--- src/rtl/fp32_mul.sv ---
module fp32_mul #(
  parameter int EW = 8,
  parameter int FW = 23
) (
  input  logic                clk,
  input  logic                rst_n,
  input  logic                in_valid,
  input  logic [EW+FW:0]      a,
  input  logic [EW+FW:0]      b,
  output logic                out_valid,
  output logic [EW+FW:0]      y,
  output logic                ovf,
  output logic                unf,
  output logic                inv
);
  localparam int MW   = FW + 1;
  localparam int PW   = 2 * MW;
  localparam int XW   = EW + 2;
  localparam int BIAS = (1 << (EW - 1)) - 1;
  localparam logic [EW-1:0] EMAX = '1;

  logic [EW-1:0] ea, eb;
  logic [FW-1:0] fa, fb;
  assign ea = a[EW+FW-1:FW];
  assign eb = b[EW+FW-1:FW];
  assign fa = a[FW-1:0];
  assign fb = b[FW-1:0];

  logic a_zero, b_zero, a_inf, b_inf, a_nan, b_nan, sgn;
  assign a_zero = (ea == '0);
  assign b_zero = (eb == '0);
  assign a_inf  = (ea == EMAX) && (fa == '0);
  assign b_inf  = (eb == EMAX) && (fb == '0);
  assign a_nan  = (ea == EMAX) && (fa != '0);
  assign b_nan  = (eb == EMAX) && (fb != '0);
  assign sgn    = a[EW+FW] ^ b[EW+FW];

  logic [PW-1:0] prod;
  assign prod = {{MW{1'b0}}, 1'b1, fa} * {{MW{1'b0}}, 1'b1, fb};

  logic          hi;
  logic [MW-1:0] kept;
  logic          g, r, st, up;
  assign hi   = prod[PW-1];
  assign kept = hi ? prod[PW-1:MW] : prod[PW-2:MW-1];
  assign g    = hi ? prod[MW-1] : prod[MW-2];
  assign r    = hi ? prod[MW-2] : prod[MW-3];
  assign st   = hi ? |prod[MW-3:0] : |prod[MW-4:0];
  assign up   = g & (r | st | kept[0]);

  logic [MW:0]   rnd;
  logic          cy;
  logic [FW-1:0] frac;
  assign rnd  = {1'b0, kept} + {{MW{1'b0}}, up};
  assign cy   = rnd[MW];
  assign frac = cy ? rnd[MW-1:1] : rnd[FW-1:0];

  logic signed [XW-1:0] efin;
  assign efin = $signed({2'b00, ea}) + $signed({2'b00, eb}) - $signed(XW'(BIAS))
              + $signed({{(XW-1){1'b0}}, hi}) + $signed({{(XW-1){1'b0}}, cy});

  logic [EW+FW:0] y_n;
  logic           ovf_n, unf_n, inv_n;
  always_comb begin
    y_n   = '0;
    ovf_n = 1'b0;
    unf_n = 1'b0;
    inv_n = 1'b0;
    if (a_nan || b_nan || (a_zero && b_inf) || (b_zero && a_inf)) begin
      y_n   = {1'b0, EMAX, 1'b1, {(FW-1){1'b0}}};
      inv_n = !(a_nan || b_nan);
    end else if (a_inf || b_inf) begin
      y_n = {sgn, EMAX, {FW{1'b0}}};
    end else if (a_zero || b_zero) begin
      y_n = {sgn, {(EW+FW){1'b0}}};
    end else if (efin >= $signed({2'b00, EMAX})) begin
      y_n   = {sgn, EMAX, {FW{1'b0}}};
      ovf_n = 1'b1;
    end else if (efin <= 0) begin
      y_n   = {sgn, {(EW+FW){1'b0}}};
      unf_n = 1'b1;
    end else begin
      y_n = {sgn, efin[EW-1:0], frac};
    end
  end

  always_ff @(posedge clk) begin
    if (!rst_n) begin
      out_valid <= 1'b0;
      y         <= '0;
      ovf       <= 1'b0;
      unf       <= 1'b0;
      inv       <= 1'b0;
    end else begin
      out_valid <= in_valid;
      if (in_valid) begin
        y   <= y_n;
        ovf <= ovf_n;
        unf <= unf_n;
        inv <= inv_n;
      end
    end
  end
endmodule

--- config.mk ---
export PLATFORM = sky130hd
export DESIGN_NAME = fp32_mul
export DESIGN_NICKNAME = d
export VERILOG_FILES = /design/src/rtl/fp32_mul.sv
export SDC_FILE = /design/constraint.sdc
export NUM_CORES = 2
export LEC_CHECK = 0
export BUFFER_PORTS_ARGS = -buffer_cell sky130_fd_sc_hd__buf_4
export CAP_MARGIN = 20
export CELL_PAD_IN_SITES_DETAIL_PLACEMENT = 0
export CELL_PAD_IN_SITES_GLOBAL_PLACEMENT = 1
export CORE_MARGIN = 8
export CORE_UTILIZATION = 43
export CTS_CLUSTER_DIAMETER = 200
export CTS_CLUSTER_SIZE = 20
export DETAILED_ROUTE_END_ITERATION = 16
export PLACE_DENSITY_LB_ADDON = 0.1
export SLEW_MARGIN = 20
export SYNTH_ARGS = -nofsm -noshare
export SYNTH_HDL_FRONTEND = slang
export SYNTH_SLANG_ARGS = --single-unit
--- constraint.sdc ---
create_clock -name clk -period 10.7 [get_ports clk]
set_clock_uncertainty 0.05 [all_clocks]
set_input_delay 0 -clock clk [delete_from_list [all_inputs] [get_ports clk]]
set_output_delay 0 -clock clk [all_outputs]
set_load 0.005 [all_outputs]
**After elaboration in Yosys (flattened, before gate mapping)**

Index checks and enable logic that the tools add are counted.

- Register bits: 36
- Input bits: 67
- Output and inout port bits: 36
- Word-level logic and storage cells: 59

- Add/sub/neg operators: 5
- $mul: 1
- $lt $le $gt $ge: 2
- Eq/ne operators: 2
- Multiplexer cells: 20
- Bitwise logic cells: 4
- Reductions and logical operators: 20

Operators with widths:

| cell | count |
|---|---|
| $mux W31 | 4 |
| $mul A24 B24 Y48 | 1 |
| $logic_not A23 Y1 | 2 |
| $reduce_bool A23 Y1 | 2 |
| $mux W32 | 1 |
| $add A24 B1 Y25 | 1 |
| $mux W24 | 1 |
| $mux W23 | 1 |
| $reduce_or A22 Y1 | 1 |
| $reduce_or A21 Y1 | 1 |
| $add A10 B2 Y10 | 2 |
| $eq A8 B8 Y1 const B | 2 |
| $logic_not A8 Y1 | 2 |
| $mux W1 | 13 |
| $ge A10 B9 Y1 const B | 1 |
| $le A10 B1 Y1 const B | 1 |
| $sub A9 B7 Y10 const B | 1 |
| $add A8 B8 Y9 | 1 |
| $logic_and A1 B1 Y1 | 6 |
| $logic_or A1 B1 Y1 | 5 |
| $or A1 B1 Y1 | 2 |
| $and A1 B1 Y1 | 1 |
| $logic_not A1 Y1 | 1 |
| $xor A1 B1 Y1 | 1 |

**Longest topological paths before layout**

- Word-level depth: 14
- Gate-level depth with buffers: 53

**Least setup slack after synthesis**

No wires, ideal clock.

- Path kind: input-to-reg
- Start point: input b[12]
- End point: register y[11]
- Setup time: 0.128 ns
- Arrival time: 11.371 ns
- Required time: 10.522 ns
- Path slack: -0.848 ns
- Stages on the path: 50
- Path buffers: 8
- Cell sequence: clkbuf_1 -> clkbuf_1 -> nand2_1 -> fa_1 -> inv_1 -> fa_1 -> inv_1 -> fa_1 -> inv_1 -> fa_1 -> fa_1 -> fa_1 -> inv_1 -> fa_1 -> inv_1 -> ha_1 -> buf_2 -> a21oi_1 -> [... 14 more ...] -> and2_1 -> fa_1 -> inv_1 -> fa_1 -> nor2b_1 -> o21ai_0 -> a21boi_0 -> o21ai_0 -> a22o_1 -> a211o_1 -> o41ai_1 -> a211oi_1 -> and3_1 -> clkbuf_1 -> a21boi_2 -> buf_2 -> a32oi_1 -> nor2_1

- Cells in the longest elaborated chain, start to end: 14
- Elaborated cells between the ends (all ways): 30

Ends and longest elaborated chain:

| item | RTL line | text |
|---|---|---|
| from (decl) | 9 | `input logic [EW+FW:0] b,` |
| $mul A24 B24 Y48 | 39 | `assign prod = {{MW{1'b0}}, 1'b1, fa} * {{MW{1'b0}}, 1'b1, fb};` |
| $reduce_or A22 Y1 or $reduce_or A21 Y1 (tied branches) | 48 | `assign st = hi ? \|prod[MW-3:0] : \|prod[MW-4:0];` |
| $mux W1 | 48 |  |
| $or A1 B1 Y1 (2 in series) | 49 | `assign up = g & (r \| st \| kept[0]);` |
| $and A1 B1 Y1 | 49 |  |
| $add A24 B1 Y25 | 54 | `assign rnd = {1'b0, kept} + {{MW{1'b0}}, up};` |
| $add A10 B2 Y10 | 60 | `+ $signed({{(XW-1){1'b0}}, hi}) + $signed({{(XW-1){1'b0}}, cy});` |
| $le A10 B1 Y1 | 79 | `end else if (efin <= 0) begin` |
| $mux W31 | 79 |  |
| $mux W31 | 76 | `end else if (efin >= $signed({2'b00, EMAX})) begin` |
| $mux W31 | 74 | `end else if (a_zero \|\| b_zero) begin` |
| $mux W31 | 72 | `end else if (a_inf \|\| b_inf) begin` |
| $mux W32 * | 69 | `if (a_nan \|\| b_nan \|\| (a_zero && b_inf) \|\| (b_zero && a_inf)) begin` |
| to (signal assigned) | 97 | `y <= y_n;` |
| to (decl) | 11 | `output logic [EW+FW:0] y,` |

Mark *: on every way between the ends. The rest lies on a longest branch, timed or not.
A chain may end at the register's enable or synchronous reset.

**Worst setup path after layout**

- Start point: input b[0]
- End point: register y[19]

The elaborated chain is that of the path after synthesis.

==> flow_metrics.tcl <==
set metrics [dict create \
    ff2ff_path_depth 3 \
    drive_above_1_share_pct 13.37 \
    drc 0 \
    path_class "in -> reg" \
    relSlewSlack_pct 31.94 \
    synth_cell_types 99 \
    drtPass1Iterations 5 \
    status "finished clean" \
    maxCapViolCount 0 \
    slew_viol_final 0 \
    cts_tree "yes" \
    rrSetupSlack_ns 9.64 \
    synthCells 2776 \
    synthTopCellsByArea "fa_1, ha_1, inv_1" \
    drtAntennaViolNets 0 \
    cts_max_path_buffers 2 \
    r2r_start "y[22]" \
    htree_num_levels 2 \
    io_pins 103 \
    period_share_pct 96.75 \
    start_util_pct 43.30 \
    drtIter0Drc 1341 \
    fin_hold_ws_ns 0.008817 \
    synth-edff-count 0 \
    fp-row-count 85 \
    ys_ff_latch 36 \
    synth-compound-area-share_pct 10.29 \
    placed_cells 3605 \
    clk_pin_slew_worst_paths_ns 0.06 \
    yosysWarnings 0 \
    worstSetupEndpointType "register" \
    critPathMaxStageDelay_ns 0.57 \
    seq_area_frac_synth_pct 3.105 \
    synthSimpleGateAreaFrac_pct 20.02 \
    worstPathRequired_ns 10.86 \
    endpoint "y[19]" \
    dp_hpwl_um 64710 \
    slowest_stage "fa_2" \
    async_reset_ff_share_pct 0 \
    synth_mux_area_share_pct 0.6253 \
    antenna_found_initial 1 \
    syn_nets 3516 \
    grt_pass1_wl_um 118900 \
    grt_use_total_pct 24.88 \
    wirelength_um 74950 \
    die-area_sq_um 61670 \
    core_region_area_sq_um 53600 \
    min_period_ns 10.35 \
    r2r_end "y[22]" \
    synth_largest_area_cell "fa_1" \
    dpl_cell_area_sq_um 25600 \
    hold_path.class "in -> reg" \
    critical_path_arrival_ns 10.51 \
    vias 19430 \
    area_growth_pct 13.68 \
    avgSynthCellArea_sq_um 8.361 \
    syn-cell-area_sq_um 23210 \
    synthAdderAreaFrac_pct 51.93 \
    stdcell_count 3629 \
    yosysMostFrequentCell "inv_1" \
    cp_common_cell "fa_1" \
    grt-ovfl-total 0 \
    critPathLaunchType "input port" \
    ys.flop_type "dfxtp_1" \
    max_freq_mhz 96.60 \
    tightest_slew_ns 0.9951 \
    cp_max_fo 9 \
    final-setup-viol-count 0 \
    synth.top_cells.by_count "inv_1, fa_1, nand2_1" \
    final_area_sq_um 26390 \
    viasPerCell 5.353 \
    timing.final.hold_violations 0 \
    cts.sinks 36 \
    critPathLaunch "b[0]" \
    grt_pass1_vias 20700 \
    synth-xor-area-share_pct 1.741 \
    clock-root-buffer "clkbuf_16" \
    cts_buffers 5 \
    die_height_um 248.3 \
    grt_max_degree 32 \
    gp_congestion 0.8998 \
    dieWidth_um 248.3 \
    numPortBuffers 102 \
    synth_top_area_share_pct 41.74 \
    drt-wirelength-per-cell_um 20.65 \
    synth_top_family_by_area "adder cells" \
    final.fill_count 5331 \
    insertion_delay_ns 0.28 \
    fin_nets 3671 \
]
==> per-layer routing <==
| metal | vias up | global-route usage, % | wire length, um |
|---|---|---|---|
| met4 | 0 | 6.873 | 2326 |
| met1 | 9892 | 34.49 | 33750 |
| met2 | 523 | 39.96 | 34290 |
| met5 | - | 0 | 0 |
| met3 | 91 | 4.181 | 4577 |
| li1 | 8921 | - | - |
==> area by class of cell <==
class / instances / area, sq um / share of cell area, %
repair buffers: 285 / 2395 / 9.076
clock buffers: 7 / 152.6 / 0.5785
well taps: 696 / 870.8 / 3.300
multi-input cells: 1991 / 19900 / 75.43
clock inverters: 1 / 30.03 / 0.1138
flip-flops and latches: 36 / 720.7 / 2.731
diodes: 1 / 2.502 / 0.009484
inverters: 612 / 2312 / 8.763
==> sequential cells by signal (all words and copies together), names as in the netlist <==
name and count:
out_valid 1, unf 1, inv 1, ovf 1, y 32
==> metrics by stage <==
stage | setup TNS (ns) | util (%) | setup slack [ns]
after floorplan | 0 | - | 0.01611
after global placement | 0 | 47.76 | 0.03709
after detailed placement | -0.5451 | 47.76 | -0.09840
after CTS | 0 | 48.13 | 0.1179
after global routing | -0.9056 | 49.23 | -0.08069
final | 0 | 49.23 | 0.3476
==> critical path: cells and delay by family <==
| kind | cells | cell delay (ns) |
|---|---|---|
| adder cells (fa/ha/maj) | 11 | 4.66 |
| AO/OA/AOI/OAI | 12 | 2.50 |
| AND/OR/NAND/NOR | 13 | 2.09 |
| buffers and inverters | 10 | 1.06 |
| XOR/XNOR | 1 | 0.19 |
==> placed cells by master, fill, tap and decap left out, types with 13 or more instances in the layout <==
master | Yosys | layout
a21o_1 | 18 | 18
a21oi_1 | 97 | 88
and2_1 | 256 | 253
buf_4 | 2 | 247
buf_6 | 1 | 20
dfxtp_1 | 36 | 36
fa_1 | 484 | 470
fa_2 | 0 | 14
ha_1 | 189 | 179
inv_1 | 608 | 605
nand2_1 | 351 | 349
nand3_1 | 29 | 29
nand4_1 | 31 | 31
nor2_1 | 102 | 100
nor3_1 | 32 | 31
nor4_1 | 29 | 29
o211ai_1 | 16 | 16
o21a_1 | 15 | 15
o21ai_0 | 56 | 53
or3_1 | 13 | 13
xnor2_1 | 28 | 27
xor2_1 | 15 | 15
==> kinds of logic after synthesis <==
family,after synthesis
compound gates,346
simple gates,914
fa+ha+maj,673
xor+xnor,44
flops,36
buf+inv,749
mux,14
==> worst min-delay path by stage <==
stage	from	end	slack, ns	cells past startpoint
after floorplan	in_valid	y[29]	0.16	3
after global placement	a[31]	y[31]	0.28	4
after detailed placement	a[31]	y[31]	0.28	4
after CTS	in_valid	y[0]	0.007	2
after global routing	in_valid	y[0]	0.05	2
final	in_valid	y[0]	0.009	2
==> timing repair <==
item                                    in CTS  in global routing
hold buffers                                 2                  0
setup buffers                                0                 10
resized for setup                            0                105
hold endpoints to repair                     1                  0
endpoints found under the setup margin       0                 27
Power is left out: the tool's default activity adds up to more than one toggle a clock period on the data nets, which glitch-free logic cannot reach.
